File: src/rtl/lwa_pkg.sv
package lwa_pkg;

  typedef enum logic {
    PH_IDLE = 1'b0,
    PH_RUN  = 1'b1
  } phase_e;

  // Strobes from control to datapath
  typedef struct packed {
    logic loadLen;   // capture a new block length
    logic consume;   // a beat was accepted: subtract its words
  } dp_strobe_t;

endpackage

File: src/rtl/lwa_datapath.sv
module lwa_datapath
  import lwa_pkg::*;
#(
  parameter int LANES     = 4,
  parameter int CNT_W     = 8,
  parameter int MAX_WORDS = 16,
  parameter int LEN_W     = 16,
  parameter int CFG_W     = 2
) (
  input  logic                       clk,
  input  logic                       rstN,
  input  dp_strobe_t                 strobe,
  input  logic [LEN_W-1:0]           blkLen,
  input  logic                       perLaneMode,
  input  logic [CFG_W-1:0]           laneCfg,
  input  logic [LANES*CNT_W-1:0]     cntData,
  output logic [LEN_W-1:0]           remWords,
  output logic [LANES*CNT_W-1:0]     grantWords,
  output logic [LANES*MAX_WORDS-1:0] grantMask,
  output logic                       beatEmpty,
  output logic                       beatFinal
);

  localparam int ACT_W = $clog2(LANES + 1);
  localparam int TWO   = (LANES < 2) ? LANES : 2;
  localparam int FOUR  = (LANES < 4) ? LANES : 4;

  logic [ACT_W-1:0] activeCount;
  logic [CNT_W-1:0] laneReq  [LANES];
  logic [CNT_W-1:0] grantArr [LANES];
  logic [LEN_W-1:0] leftAfter;
  logic [LEN_W-1:0] beatSum;
  logic [LEN_W-1:0] remReg;

  always_comb begin
    case (laneCfg)
      2'd0:    activeCount = ACT_W'(1);
      2'd1:    activeCount = ACT_W'(TWO);
      default: activeCount = ACT_W'(FOUR);
    endcase
  end

  // Request selection and saturation per lane
  for (genvar n = 0; n < LANES; n++) begin : g_req
    logic [CNT_W-1:0] rawReq;
    logic             laneOn;
    assign rawReq = perLaneMode ? cntData[n*CNT_W +: CNT_W] : cntData[CNT_W-1:0];
    assign laneOn = (ACT_W'(n) < activeCount);
    assign laneReq[n] = !laneOn ? '0 :
                        (rawReq > CNT_W'(MAX_WORDS)) ? CNT_W'(MAX_WORDS) : rawReq;
  end

  // Clip in ascending lane order against the words still left
  always_comb begin
    leftAfter = remReg;
    for (int n = 0; n < LANES; n++) begin
      if (LEN_W'(laneReq[n]) < leftAfter) grantArr[n] = laneReq[n];
      else                                grantArr[n] = leftAfter[CNT_W-1:0];
      leftAfter = leftAfter - LEN_W'(grantArr[n]);
    end
  end

  assign beatSum   = remReg - leftAfter;
  assign beatEmpty = (beatSum == '0);
  assign beatFinal = (leftAfter == '0) && !beatEmpty;

  // Output packing and LSB-first slot masks
  for (genvar n = 0; n < LANES; n++) begin : g_out
    assign grantWords[n*CNT_W +: CNT_W] = grantArr[n];
    for (genvar k = 0; k < MAX_WORDS; k++) begin : g_slot
      assign grantMask[n*MAX_WORDS + k] = (CNT_W'(k) < grantArr[n]);
    end
  end

  always_ff @(posedge clk or negedge rstN) begin
    if (!rstN)               remReg <= '0;
    else if (strobe.loadLen) remReg <= blkLen;
    else if (strobe.consume) remReg <= remReg - beatSum;
  end

  assign remWords = remReg;

endmodule

File: src/rtl/lwa_ctrl.sv
module lwa_ctrl
  import lwa_pkg::*;
(
  input  logic       clk,
  input  logic       rstN,
  input  logic       blkStart,
  input  logic       lenNonZero,
  input  logic       cntValid,
  input  logic       cntLast,
  input  logic       grantReady,
  input  logic       dinLast,
  input  logic       beatEmpty,
  input  logic       beatFinal,
  output dp_strobe_t strobe,
  output logic       cntReady,
  output logic       grantValid,
  output logic       grantLast,
  output logic [1:0] errFlags,
  output phase_e     phase
);

  logic busy;
  logic beatTaken;
  logic cntTaken;
  logic dataLastBad;
  logic cntLastBad;

  assign busy       = (phase == PH_RUN) && !blkStart;
  assign grantValid = busy && cntValid && !beatEmpty;
  assign cntReady   = busy && (beatEmpty || grantReady);
  assign grantLast  = grantValid && beatFinal;

  assign beatTaken   = grantValid && grantReady;
  assign cntTaken    = cntValid && cntReady;
  assign dataLastBad = beatTaken && (dinLast != beatFinal);
  assign cntLastBad  = cntTaken && !cntLast;

  always_comb begin
    strobe         = '0;
    strobe.loadLen = blkStart;
    strobe.consume = beatTaken;
  end

  always_ff @(posedge clk or negedge rstN) begin
    if (!rstN)                       phase <= PH_IDLE;
    else if (blkStart)               phase <= lenNonZero ? PH_RUN : PH_IDLE;
    else if (beatTaken && beatFinal) phase <= PH_IDLE;
  end

  always_ff @(posedge clk or negedge rstN) begin
    if (!rstN) errFlags <= 2'b00;
    else begin
      if (dataLastBad) errFlags[0] <= 1'b1;
      if (cntLastBad)  errFlags[1] <= 1'b1;
    end
  end

endmodule

File: src/rtl/lane_word_allocator.sv
module lane_word_allocator
  import lwa_pkg::*;
#(
  parameter int LANES     = 4,
  parameter int CNT_W     = 8,
  parameter int MAX_WORDS = 16,
  parameter int LEN_W     = 16
) (
  input  logic                       clk,
  input  logic                       rstN,
  input  logic                       blkStart,
  input  logic [LEN_W-1:0]           blkLen,
  input  logic                       perLaneMode,
  input  logic [1:0]                 laneCfg,
  input  logic                       cntValid,
  output logic                       cntReady,
  input  logic [LANES*CNT_W-1:0]     cntData,
  input  logic                       cntLast,
  output logic                       grantValid,
  input  logic                       grantReady,
  output logic [LANES*CNT_W-1:0]     grantWords,
  output logic [LANES*MAX_WORDS-1:0] grantMask,
  output logic                       grantLast,
  input  logic                       dinLast,
  output logic [1:0]                 errFlags,
  output logic                       errIrq
);

  dp_strobe_t       strobe;
  logic [LEN_W-1:0] remWords;
  logic             beatEmpty;
  logic             beatFinal;
  phase_e           phase;
  logic             phaseRun;

  lwa_datapath #(
    .LANES(LANES), .CNT_W(CNT_W), .MAX_WORDS(MAX_WORDS), .LEN_W(LEN_W), .CFG_W(2)
  ) u_dp (
    .clk(clk), .rstN(rstN), .strobe(strobe), .blkLen(blkLen),
    .perLaneMode(perLaneMode), .laneCfg(laneCfg), .cntData(cntData),
    .remWords(remWords), .grantWords(grantWords), .grantMask(grantMask),
    .beatEmpty(beatEmpty), .beatFinal(beatFinal)
  );

  lwa_ctrl u_ctrl (
    .clk(clk), .rstN(rstN), .blkStart(blkStart), .lenNonZero(blkLen != '0),
    .cntValid(cntValid), .cntLast(cntLast), .grantReady(grantReady),
    .dinLast(dinLast), .beatEmpty(beatEmpty), .beatFinal(beatFinal),
    .strobe(strobe), .cntReady(cntReady), .grantValid(grantValid),
    .grantLast(grantLast), .errFlags(errFlags), .phase(phase)
  );

  assign phaseRun = (phase == PH_RUN);
  assign errIrq   = |errFlags;

endmodule

File: config.mk
export PLATFORM = sky130hd
export DESIGN_NAME = lane_word_allocator
export DESIGN_NICKNAME = d
export VERILOG_FILES = /design/src/rtl/lwa_pkg.sv /design/src/rtl/lwa_datapath.sv /design/src/rtl/lwa_ctrl.sv /design/src/rtl/lane_word_allocator.sv
export SDC_FILE = /design/constraint.sdc
export NUM_CORES = 1
export LEC_CHECK = 0
export CAP_MARGIN = 10
export CORE_MARGIN = 4
export CORE_UTILIZATION = 45
export CTS_BUF_LIST = sky130_fd_sc_hd__clkbuf_16
export CTS_CLUSTER_DIAMETER = 200
export DETAILED_ROUTE_END_ITERATION = 12
export MAX_ROUTING_LAYER = met4
export PLACE_DENSITY_LB_ADDON = 0.12
export SYNTH_ARGS = -nofsm -noshare
export SYNTH_HDL_FRONTEND = slang
export SYNTH_SLANG_ARGS = --single-unit
File: constraint.sdc
create_clock -name clk -period 29.7 [get_ports clk]
set_input_delay 4.455 -clock clk [delete_from_list [all_inputs] [get_ports clk]]
set_output_delay 4.455 -clock clk [all_outputs]
set_load 0.02 [all_outputs]
Word-level counts from Yosys, hierarchy flattened
Index checks and enable logic that the tools add are counted.
{ "totals": {"regBits": 19, "latchBits": 0, "mem_bits_rw": 0, "mem_bits_ro": 0, "out_inout_bits": 102, "word_cells": 131, "n_memories": 0} }
{ "op_classes": {"add_sub_neg": 6, "mul": 0, "div_mod_pow": 0, "order_cmp": 76, "n_eq_ne": 2, "shift": 0, "muxes": 21, "bitwise": 0, "reduce_logical": 22} }
{ "op_table": {"columns": ["cell", "n"], "rows": [
  ["$lt A4 B8 Y1 const A", 32],
  ["$lt A3 B8 Y1 const A", 16],
  ["$mux W8", 15],
  ["$lt A1 B8 Y1 const A", 8],
  ["$lt A2 B8 Y1 const A", 8],
  ["$lt A8 B16 Y1", 4],
  ["$sub A16 B8 Y16", 4],
  ["$gt A8 B5 Y1 const B", 4],
  ["$logic_not A16 Y1", 2],
  ["$mux W16", 2],
  ["$sub A16 B16 Y16", 2],
  ["$reduce_bool A16 Y1", 1],
  ["$logic_and A1 B1 Y1", 11],
  ["$lt A1 B3 Y1 const A", 2],
  ["$lt A2 B3 Y1 const A", 2],
  ["$pmux W3 S2", 1],
  ["$reduce_bool A2 Y1", 2],
  ["$logic_not A1 Y1", 3],
  ["$mux W1", 3],
  ["$eq A2 B1 Y1 const B", 1],
  ["$logic_not A2 Y1", 1],
  ["$reduce_or A2 Y1", 1],
  ["$logic_or A1 B1 Y1", 1],
  ["$ne A1 B1 Y1", 1]
]} }

Longest topological paths before layout
Gate-level depths: netlist of run 1.
{ "depth": {"word_depth": 24, "ltp_mapped": 94, "mapped_depth_nobuf": 87} }

Cells and area by module
Synthesis of run 1 repeated with hierarchy kept, for this count alone.
{ "unflattened": {"hier_cells": 1073, "area_unflattened_um2": 7277.0} }
{ "by_module_without_submodules": {"columns": ["module", "instances", "cells_per_inst", "area_per_inst_um2", "seq_area_each_um2"], "rows": [
  ["lwa_datapath", 1, 1048, 7036.7, 400.4],
  ["lwa_ctrl", 1, 19, 202.7, 75.1],
  ["lane_word_allocator", 1, 6, 37.5, 0.0]
]} }

Least setup slack after synthesis of run 1
No wires, ideal clock.
{ "synth_path": {"path_kind": "input -> output", "from": "input port cntData[7]", "to": "output port cntReady", "arrival_time_ns": 23.614, "slack_ns": 1.631, "path_stages": 85, "n_path_buf": 9, "cell_sequence": "nor4_4 -> buf_2 -> nand2_1 -> inv_1 -> ha_1 -> o31ai_1 -> a2111o_1 -> a21o_1 -> buf_6 -> o21ai_0 -> ha_1 -> inv_1 -> ha_1 -> inv_1 -> a31oi_1 -> a221o_1 -> mux2_2 -> a31oi_1 -> (+49 left out) -> ha_1 -> a21oi_1 -> o21bai_1 -> a21o_1 -> a21o_1 -> a21o_1 -> a21o_1 -> a21o_1 -> a211oi_1 -> o311a_1 -> a21o_1 -> a221oi_2 -> or3_1 -> a2111oi_2 -> o2111a_1 -> buf_4 -> nor2_1 -> nor2b_1"} }
{ "synth_via": {"elab_chain_cells": 19} }
{ "synth_lines": {"columns": ["element", "line", "source"], "rows": [
  ["start, declared", "lane_word_allocator.sv:17", "input logic [LANES*CNT_W-1:0] cntData,"],
  ["$gt A8 B5 Y1", "lwa_datapath.sv:50", "(rawReq > CNT_W'(MAX_WORDS)) ? CNT_W'(MAX_WORDS) : rawReq;"],
  ["$mux W8 *", "lwa_datapath.sv:50", null],
  ["$mux W8 *", "lwa_datapath.sv:49", "assign laneReq[n] = !laneOn ? '0 :"],
  ["$lt A8 B16 Y1", "lwa_datapath.sv:57", "if (LEN_W'(laneReq[n]) < leftAfter) grantArr[n] = laneReq[n];"],
  ["$mux W8 *", "lwa_datapath.sv:57", null],
  ["net grantWords[0]", "lane_word_allocator.sv:21", "output logic [LANES*CNT_W-1:0] grantWords,"],
  ["$sub A16 B8 Y16 *", "lwa_datapath.sv:59", "leftAfter = leftAfter - LEN_W'(grantArr[n]);"],
  ["$lt A8 B16 Y1", "lwa_datapath.sv:57", null],
  ["(+1 left out)", null, null],
  ["net grantWords[8]", "lane_word_allocator.sv:21", null],
  ["(+3 left out)", null, null],
  ["net grantWords[16]", "lane_word_allocator.sv:21", null],
  ["(+1 left out)", null, null],
  ["$lt A8 B16 Y1", "lwa_datapath.sv:57", null],
  ["$mux W8 *", "lwa_datapath.sv:57", null],
  ["net grantWords[24]", "lane_word_allocator.sv:21", null],
  ["$sub A16 B8 Y16 *", "lwa_datapath.sv:59", null],
  ["$sub A16 B16 Y16 *", "lwa_datapath.sv:63", "assign beatSum = remReg - leftAfter;"],
  ["$logic_not A16 Y1 *", "lwa_datapath.sv:64", "assign beatEmpty = (beatSum == '0);"],
  ["$logic_or A1 B1 Y1 *", "lwa_ctrl.sv:30", "assign cntReady = busy && (beatEmpty || grantReady);"],
  ["$logic_and A1 B1 Y1 *", "lwa_ctrl.sv:30", null],
  ["end, declared", "lane_word_allocator.sv:16", "output logic cntReady,"]
]} }
The timed path passes the listed nets; every way through them passes the cells marked *.

Worst setup path in the final report of run 1
{ "layout_path": {"from": "input port cntData[7]", "to": "output port cntReady"} }
{ "layout_via": {"elab_chain_cells": 19} }
{ "layout_lines": {"columns": ["element", "line"], "rows": [
  ["$gt A8 B5 Y1", "lwa_datapath.sv:50"],
  ["$mux W8", "lwa_datapath.sv:50"],
  ["$mux W8", "lwa_datapath.sv:49"],
  ["$lt A8 B16 Y1", "lwa_datapath.sv:57"],
  ["$mux W8", "lwa_datapath.sv:57"],
  ["$sub A16 B8 Y16", "lwa_datapath.sv:59"],
  ["$lt A8 B16 Y1", "lwa_datapath.sv:57"],
  ["$mux W8", "lwa_datapath.sv:57"],
  ["(+3 left out)", null],
  ["$sub A16 B8 Y16", "lwa_datapath.sv:59"],
  ["$lt A8 B16 Y1", "lwa_datapath.sv:57"],
  ["$mux W8", "lwa_datapath.sv:57"],
  ["$sub A16 B8 Y16 *", "lwa_datapath.sv:59"],
  ["$sub A16 B16 Y16 *", "lwa_datapath.sv:63"],
  ["$logic_not A16 Y1 *", "lwa_datapath.sv:64"],
  ["$logic_or A1 B1 Y1 *", "lwa_ctrl.sv:30"],
  ["$logic_and A1 B1 Y1 *", "lwa_ctrl.sv:30"]
]} }
Every way passes the cells marked *; elsewhere a longest branch is shown, timed or not.

==> results of run 1 <==
[layout by cell type (no fill, tap or decap), types with 5 or more instances in the layout]
cell,netlist,layout
sky130_fd_sc_hd__xnor2_1,46,46
sky130_fd_sc_hd__o21ai_0,73,69
sky130_fd_sc_hd__o22ai_1,6,6
sky130_fd_sc_hd__nor3_1,39,39
sky130_fd_sc_hd__a21oi_1,65,65
sky130_fd_sc_hd__o211ai_1,13,13
sky130_fd_sc_hd__xor2_1,15,15
sky130_fd_sc_hd__clkdlybuf4s50_1,0,159
sky130_fd_sc_hd__a21o_1,40,39
sky130_fd_sc_hd__conb_1,1,11
sky130_fd_sc_hd__o21a_1,10,10
sky130_fd_sc_hd__dfrtp_1,19,19
sky130_fd_sc_hd__inv_1,95,95
sky130_fd_sc_hd__or3_1,13,11
sky130_fd_sc_hd__nor2b_1,17,17
sky130_fd_sc_hd__a31oi_1,14,13
sky130_fd_sc_hd__nand3_1,24,24
sky130_fd_sc_hd__o21ai_1,8,10
sky130_fd_sc_hd__buf_4,1,9
sky130_fd_sc_hd__nand2_1,96,96
sky130_fd_sc_hd__nand4_1,12,12
sky130_fd_sc_hd__ha_1,68,68
sky130_fd_sc_hd__mux2i_1,8,7
sky130_fd_sc_hd__nor4_1,20,20
sky130_fd_sc_hd__and2_1,6,6
sky130_fd_sc_hd__a221o_1,13,13
sky130_fd_sc_hd__a211oi_2,3,5
sky130_fd_sc_hd__o211a_1,5,5
sky130_fd_sc_hd__o21bai_1,10,10
sky130_fd_sc_hd__o31ai_1,9,9
sky130_fd_sc_hd__a211oi_1,21,19
sky130_fd_sc_hd__or4_1,7,7
sky130_fd_sc_hd__and3_1,7,7
sky130_fd_sc_hd__nand2b_1,13,13
sky130_fd_sc_hd__nor2_1,95,95
sky130_fd_sc_hd__or2_2,5,5
[state kept, by name (all words and copies together) (netlist names)]
name / count
u_ctrl.errFlags: 2
u_ctrl.phase: 1
u_dp.remWords: 16
[critical path, delay by kind of cell]
kind                     cells  cell delay (ns)
AO/OA/AOI/OAI               33             7.61
XOR/XNOR                     2             0.38
adder cells (fa/ha/maj)     12             3.49
buffers and inverters        9             1.80
multiplexers                 2             0.67
AND/OR/NAND/NOR             19             5.36
[routing by layer]
layer | part of all wire [%] | vias to the layer above | global-route usage, %
met4 | 2.5 | 0 | 6.857
met1 | 43 | 3889 | 32.91
li1 | - | 4170 | -
met2 | 46 | 338 | 43.07
met3 | 7.9 | 57 | 4.614
met5 | 0 | - | -
[layout make-up]
class / count / area [um2]
Timing Repair Buffer: 168 / 1659
Fill cell: 1506 / 6277
Inverter: 97 / 364.1
Clock buffer: 3 / 75.07
Sequential cell: 19 / 475.5
Clock inverter: 1 / 5.005
Tap cell: 211 / 264.0
Multi-Input combinational cell: 900 / 6251
[metrics by stage]
step	worst slack, ns	util (%)
after floorplan	1.631	-
after CTS	0.3346	58.58
final	1.422	59.16
after global placement	0.7139	58.06
after detailed placement	0.3765	58.06
after global routing	0.07574	59.16
[worst paths after layout]
| check | slack [ns] | endpoint | cells after the start | startpoint |
|---|---|---|---|---|
| setup / recovery | 1.42 | cntReady | 77 | cntData[7] |
| hold / removal | 0.50 | u_ctrl.errFlags[0] | 1 | u_ctrl.errFlags[0] |
| setup reg to reg | 10.31 | u_dp.remWords[13] | 75 | u_dp.remWords[13] |
| hold reg to reg | 0.50 | u_ctrl.errFlags[0] | 1 | u_ctrl.errFlags[0] |
| max in group asynchronous | 24.43 | u_dp.remWords[2] | 1 | rstN |
| min in group asynchronous | 4.71 | u_ctrl.errFlags[0] | 1 | rstN |
[logic make-up after synthesis]
group,Yosys count
multiplexers,10
adder cells (fa/ha/maj),75
flip-flops,19
XOR/XNOR,65
buffers and inverters,128
other,1
AND/OR/NAND/NOR,387
AO/OA/AOI/OAI,352
[repair_timing]
| item | 4_1_cts | 5_1_grt |
|---|---|---|
| setup endpoints to repair | 0 | 3 |
| buffers inserted | 0 | 6 |
| resized for setup | 0 | 15 |
==> results.env, run 1 <==
SYNTH_COMPOUND_GATE_AREA_SHARE_PCT=34.76
FINALCRITPERIODSHARE_PCT=95.21
VIAS=8454
NETS=1318
GRT_FIRST_PASS_WIRELENGTH_MM=38.32
SYNTH.DISTINCT_CELLS=98
COUNT_OF_FLIP_FLOPS_WITH_A_BUILT_IN_ENABLE_AFTER_SYNTHESIS=0
SYNTH_CELLS=1037
TRANSITION_AT_THE_PIN_WITH_THE_SMALLEST_MAX_TRANSITION_SLACK_NS=1.008
POST_CTS_HOLD_BUFFERS=0
NUMCTSBUFFERS=3
MIN_CYCLE_TIME_LAYOUT_NS=28.28
WORST_SETUP_PATH_END_KIND='output port'
PLACE_AREA_UM2=8925
SYNTH.YOSYS.SEQ_AREA_SHARE_PCT=6.657
DETAIL_ROUTE.ITER0.VIOLATIONS=633
PLACE_CONGESTION=1.009
CTS.PATH.MAX_BUFFERS=2
YOSYS_WARNINGS=0
SLOWEST_DELAY_NS=0.75
VIAS_IN_THE_FIRST_GLOBAL_ROUTE=7676
DIE_WIDTH_UM=134.0
GRT_OVERFLOW=0
IOPINCOUNT=160
SYNTHSIMPLEGATEAREAFRAC_PCT=28.17
CLOCK_EDGE_TRANSITION_AT_THE_REGISTERS_ON_THE_REPORTED_SETUP_AND_HOLD_PATHS_NS=0.05
SYNTH_LARGEST_TYPE_AREA_FRACTION_PCT=11.91
OUTCOME='completed'
NUM_ROWS=45
CLOCK_SINKS=19
SYN2LAYOUT_AREA_GROWTH_PCT=27.33
NUMPLACEDINSTANCES=1389
MAXSLEWHEADROOM_PCT=32.20
DETAIL_ROUTE.WL_PER_CELL_UM=17.28
GRT_ANTENNA_BEFORE_REPAIR=0
SYNTH_TOP_CELLS_BY_COUNT='sky130_fd_sc_hd__nand2_1, sky130_fd_sc_hd__inv_1, sky130_fd_sc_hd__nor2_1, sky130_fd_sc_hd__o21ai_0, sky130_fd_sc_hd__ha_1'
HOLD_VIOL=0
DETAIL_ROUTE.FIRST_PASS.ITERATIONS=6
VIAS_PER_CELL=6.043
DIE_AREA_UM2=17950
YOSYS_MOST_USED_DFF='sky130_fd_sc_hd__dfrtp_1'
DESIGN_AREA_UM2=9094
CTS_TREE='done'
DOMINANT_COMBINATIONAL_CELL_FAMILY_BY_AREA_AFTER_SYNTHESIS='compound AO/OA/AOI/OAI gates'
MOST_COMMON_CELL_TYPE_ON_THE_CRITICAL_PATH='sky130_fd_sc_hd__ha_1'
SETUP_VIOL=0
MAX_FREQ_GHz=0.03536
GRT_SETUP_UNREPAIRED='false'
CLOCK_SKEW_NS=0.0008735
CLKLATENCYLATEPIN_NS=0.25
POSTSYNTH.ASYNCRESETSHARE_PCT=100.0
SETUP_TOTAL_NEGATIVE_SLACK_NS=0
LAYOUT_CELLS_SIZED_ABOVE_1_PCT=5.471
TIMING_MAX_TRANSITION_VIOLATIONS_FINAL=0
CORE_REGION_AREA_UM2=15370
FINALHOLDWORSTSLACK_NS=0.4966
DRT-TOTAL-WL_MM=24.18
STDCELL_COUNT=1399
SYNTH_SEQ_CELLS=19
MEAN_CELL_AREA_OF_THE_MAPPED_NETLIST_UM2=6.887
POST-ROUTE-DRC-COUNT=0
POST_SYNTH_FA_HA_MAJ_AREA_FRACTION_PCT=13.31
CP.ARRIVAL_NS=23.82
SYNTHMUXAREASHARE_PCT=1.437
WORST-ENDPOINT-REQUIRED_NS=25.24
SYNTH_LARGEST_AREA_CELL='sky130_fd_sc_hd__ha_1'
WORST_PATH_MAX_DELAY_CELL='sky130_fd_sc_hd__or3_2'
CRITPATHKIND='in2out'
DRTANTENNAVIOLNETS=0
GR-USAGE-ALL-LAYERS_PCT=26.04
INITIAL_UTILIZATION_PCT=46.46
ANTENNA_CELLS_INSERTED=0
PIN_COUNT_OF_THE_BIGGEST_NET_ENTERING_GLOBAL_ROUTING=23
DIE_H_UM=134.0
MAXCAPVIOLCOUNT=0
POST-SYNTH-TOP-COUNT-CELL='sky130_fd_sc_hd__nand2_1'
CTS-ROOT-BUF='sky130_fd_sc_hd__clkbuf_16'
CRITICAL_PATH.MAX_FANOUT=21
SYNTH.TOP_CELLS.BY_AREA='sky130_fd_sc_hd__ha_1, sky130_fd_sc_hd__dfrtp_1, sky130_fd_sc_hd__xnor2_1'
HOLDCRITPATHCLASS='reg2reg'
SYNTH_CELL_AREA_UM2=7142
SETUP.WORST_PATH.START_CLASS='primary input'
SYNTH_XOR_XNOR_AREA_SHARE_PCT=8.655
HTREEDEPTH=1
DP.FINAL_HPWL_MM=20.03
QUANTITY_OF_I_O_BUFFERS_INSERTED_ON_PORTS=159
Power of run 1 is left out: the tool's default activity adds up to more than one toggle a clock period on the data nets, which glitch-free logic cannot reach.
==> inputs of run 2 (changes only) <==
clock period = 26.6 ns   (was 29.7 ns; I/O delays follow)
==> results.env, run 2 (synthesis gave the netlist of run 1 again) <==
CRITICAL_PATH.MAX_FANOUT=20  # -4.8%
PIN_COUNT_OF_THE_BIGGEST_NET_ENTERING_GLOBAL_ROUTING=23  # unchanged
FINAL_CORE_UTILIZATION_PCT=61.26  # +2.1 points
IOPINCOUNT=160  # unchanged
CLOCK_EDGE_TRANSITION_AT_THE_REGISTERS_ON_THE_REPORTED_SETUP_AND_HOLD_PATHS_NS=0.05  # about the same
POST-ROUTE-DRC-COUNT=0  # unchanged
GRT_ANTENNA_BEFORE_REPAIR=0  # unchanged
WORST_PATH_MAX_DELAY_CELL='sky130_fd_sc_hd__or4b_1'
GRT_OVERFLOW=0  # unchanged
MIN_CYCLE_TIME_LAYOUT_NS=25.53
NETS=1343  # +1.9%
MAXSLEWHEADROOM_PCT=32.36  # +0.16 points
NUM_ROWS=45  # unchanged
DETAIL_ROUTE.ITER0.VIOLATIONS=766  # +21%
MAXCAPVIOLCOUNT=0  # unchanged
DIE_H_UM=134.0  # unchanged
SETUP.WORST_PATH.START_CLASS='primary input'
MAX_FFS_PER_REGISTER=16  # unchanged
VIAS_PER_CELL=6.017  # -0.43%
DRT-TOTAL-WL_MM=24.96  # +3.2%
MAX_FREQ_GHz=0.03918
CORE_REGION_AREA_UM2=15370  # unchanged
INITIAL_UTILIZATION_PCT=46.46  # unchanged
CLKLATENCYLATEPIN_NS=0.25  # about the same
SYN2LAYOUT_AREA_GROWTH_PCT=31.85
CTS_TREE='done'
DRTANTENNAVIOLNETS=0  # unchanged
GRT_FIRST_PASS_WIRELENGTH_MM=38.80  # +1.3%
LAYOUT_CELLS_SIZED_ABOVE_1_PCT=8.574  # +3.1 points
TRANSITION_AT_THE_PIN_WITH_THE_SMALLEST_MAX_TRANSITION_SLACK_NS=1.005  # -0.002366 ns
PLACE_CONGESTION=0.9950  # -1.4%
DESIGN_AREA_UM2=9417  # +3.5%
DP.FINAL_HPWL_MM=20.16  # +0.64%
VIAS=8568  # +1.3%
TIMING_MAX_TRANSITION_VIOLATIONS_FINAL=0  # unchanged
CTS-ROOT-BUF='sky130_fd_sc_hd__clkbuf_16'
MOST-COMMON-LAYOUT-CELLS='sky130_fd_sc_hd__clkdlybuf4s50_1, sky130_fd_sc_hd__nand2_1, sky130_fd_sc_hd__inv_1, sky130_fd_sc_hd__nor2_1, sky130_fd_sc_hd__o21ai_0'
CTS.PATH.MAX_BUFFERS=2  # unchanged
WORST_SETUP_PATH_END_KIND='output port'
WORST-ENDPOINT-REQUIRED_NS=22.61  # -2.63 ns
NUMCTSBUFFERS=3  # unchanged
CP.ARRIVAL_NS=21.54  # -2.28 ns
OUTCOME='completed'
HOLDCRITPATHCLASS='reg2reg'
PLACE_WS_NS=-0.5378  # -0.9143 ns
HTREEDEPTH=1  # unchanged
SETUP_VIOL=0  # unchanged
SLOWEST_DELAY_NS=0.56  # -0.19 ns
CLOCK_SINKS=19  # unchanged
MOST_COMMON_CELL_TYPE_ON_THE_CRITICAL_PATH='sky130_fd_sc_hd__ha_1'
CLOCK_SKEW_NS=0.003364  # +0.002490 ns
DIE_WIDTH_UM=134.0  # unchanged
FINALCRITPERIODSHARE_PCT=95.96
DETAIL_ROUTE.WL_PER_CELL_UM=17.53  # +1.4%
HOLD_VIOL=0  # unchanged
PLACE_AREA_UM2=9082  # +1.8%
CRITPATHKIND='in2out'
DIE_AREA_UM2=17950  # unchanged
MOST_FREQUENT_STANDARD_CELL_IN_THE_LAYOUT_EXCLUDING_FILL_AND_TAP_CELLS='sky130_fd_sc_hd__clkdlybuf4s50_1'
VIAS_IN_THE_FIRST_GLOBAL_ROUTE=7690  # +0.18%
QUANTITY_OF_I_O_BUFFERS_INSERTED_ON_PORTS=159  # unchanged
DETAIL_ROUTE.FIRST_PASS.ITERATIONS=7  # +1
FINAL_CRITICAL_PATH_SETUP_SLACK_NS=1.074  # -0.3479 ns
ANTENNA_CELLS_INSERTED=0  # unchanged
GR-USAGE-ALL-LAYERS_PCT=26.27  # +0.23 points
## run 2: timing repair
action / CTS / global route
gates resized for setup: 3 / 33
pin swaps: 0 / 8
endpoints found under the setup margin: 3 / 3
setup buffers: 0 / 10
cloned: 0 / 0
hold buffers: 0 / 0
## run 2: per-stage QoR
| stage | TNS (ns) | hold WS [ns] | instances |
|---|---|---|---|
| floorplan | 0 | 0.5762 | 1047 |
| global placement | -0.2981 | 0.4748 | 1410 |
| detailed placement | -1.357 | 0.4847 | 1410 |
| CTS | 0 | 0.4967 | 1414 |
| global route | -0.01723 | 0.5392 | 1424 |
| finish | 0 | 0.4950 | 1424 |
## run 2: metal layers
metal | global-route usage (%) | vias up | routed length, um | part of all wire [%]
met5 | - | - | 0 | 0
met4 | 4.571 | 0 | 516 | 2.1
met3 | 3.263 | 51 | 1959 | 7.8
met2 | 44.16 | 371 | 11750 | 47
met1 | 34.42 | 3942 | 10730 | 43
li1 | - | 4204 | - | -
## run 2: critical path: cells and delay by family
family                     cells  cell delay (ns)
and+or+nand+nor               23             5.95
muxes                          2             0.63
xor gates and xnor gates       1             0.16
adders and majority gates      9             2.37
AOI/OAI and AO/OA             25             5.66
buffers and inverters         15             2.72
## run 2: cell type report
| cell class | instances | area (um2) |
|---|---|---|
| Timing Repair Buffer | 193 | 1853 |
| Sequential cell | 19 | 475.5 |
| Tap cell | 211 | 264.0 |
| Clock buffer | 3 | 75.07 |
| Multi-Input combinational cell | 900 | 6380 |
| Clock inverter | 1 | 5.005 |
| Inverter | 97 | 364.1 |
| Fill cell | 1458 | 5954 |
## run 2: path summary, 6_finish.rpt
| kind | from | to | slack [ns] | depth (start not counted) |
|---|---|---|---|---|
| max reg2reg | u_dp.remWords[13] | u_dp.remWords[14] | 8.87 | 70 |
| min reg2reg | u_ctrl.errFlags[0] | u_ctrl.errFlags[0] | 0.50 | 1 |
| min | u_ctrl.errFlags[0] | u_ctrl.errFlags[0] | 0.50 | 1 |
| max | cntData[7] | grantLast | 1.07 | 75 |
| max in group asynchronous | rstN | u_dp.remWords[7] | 21.78 | 1 |
| min in group asynchronous | rstN | u_ctrl.errFlags[1] | 4.26 | 1 |
Power of run 2 is left out for the same reason.
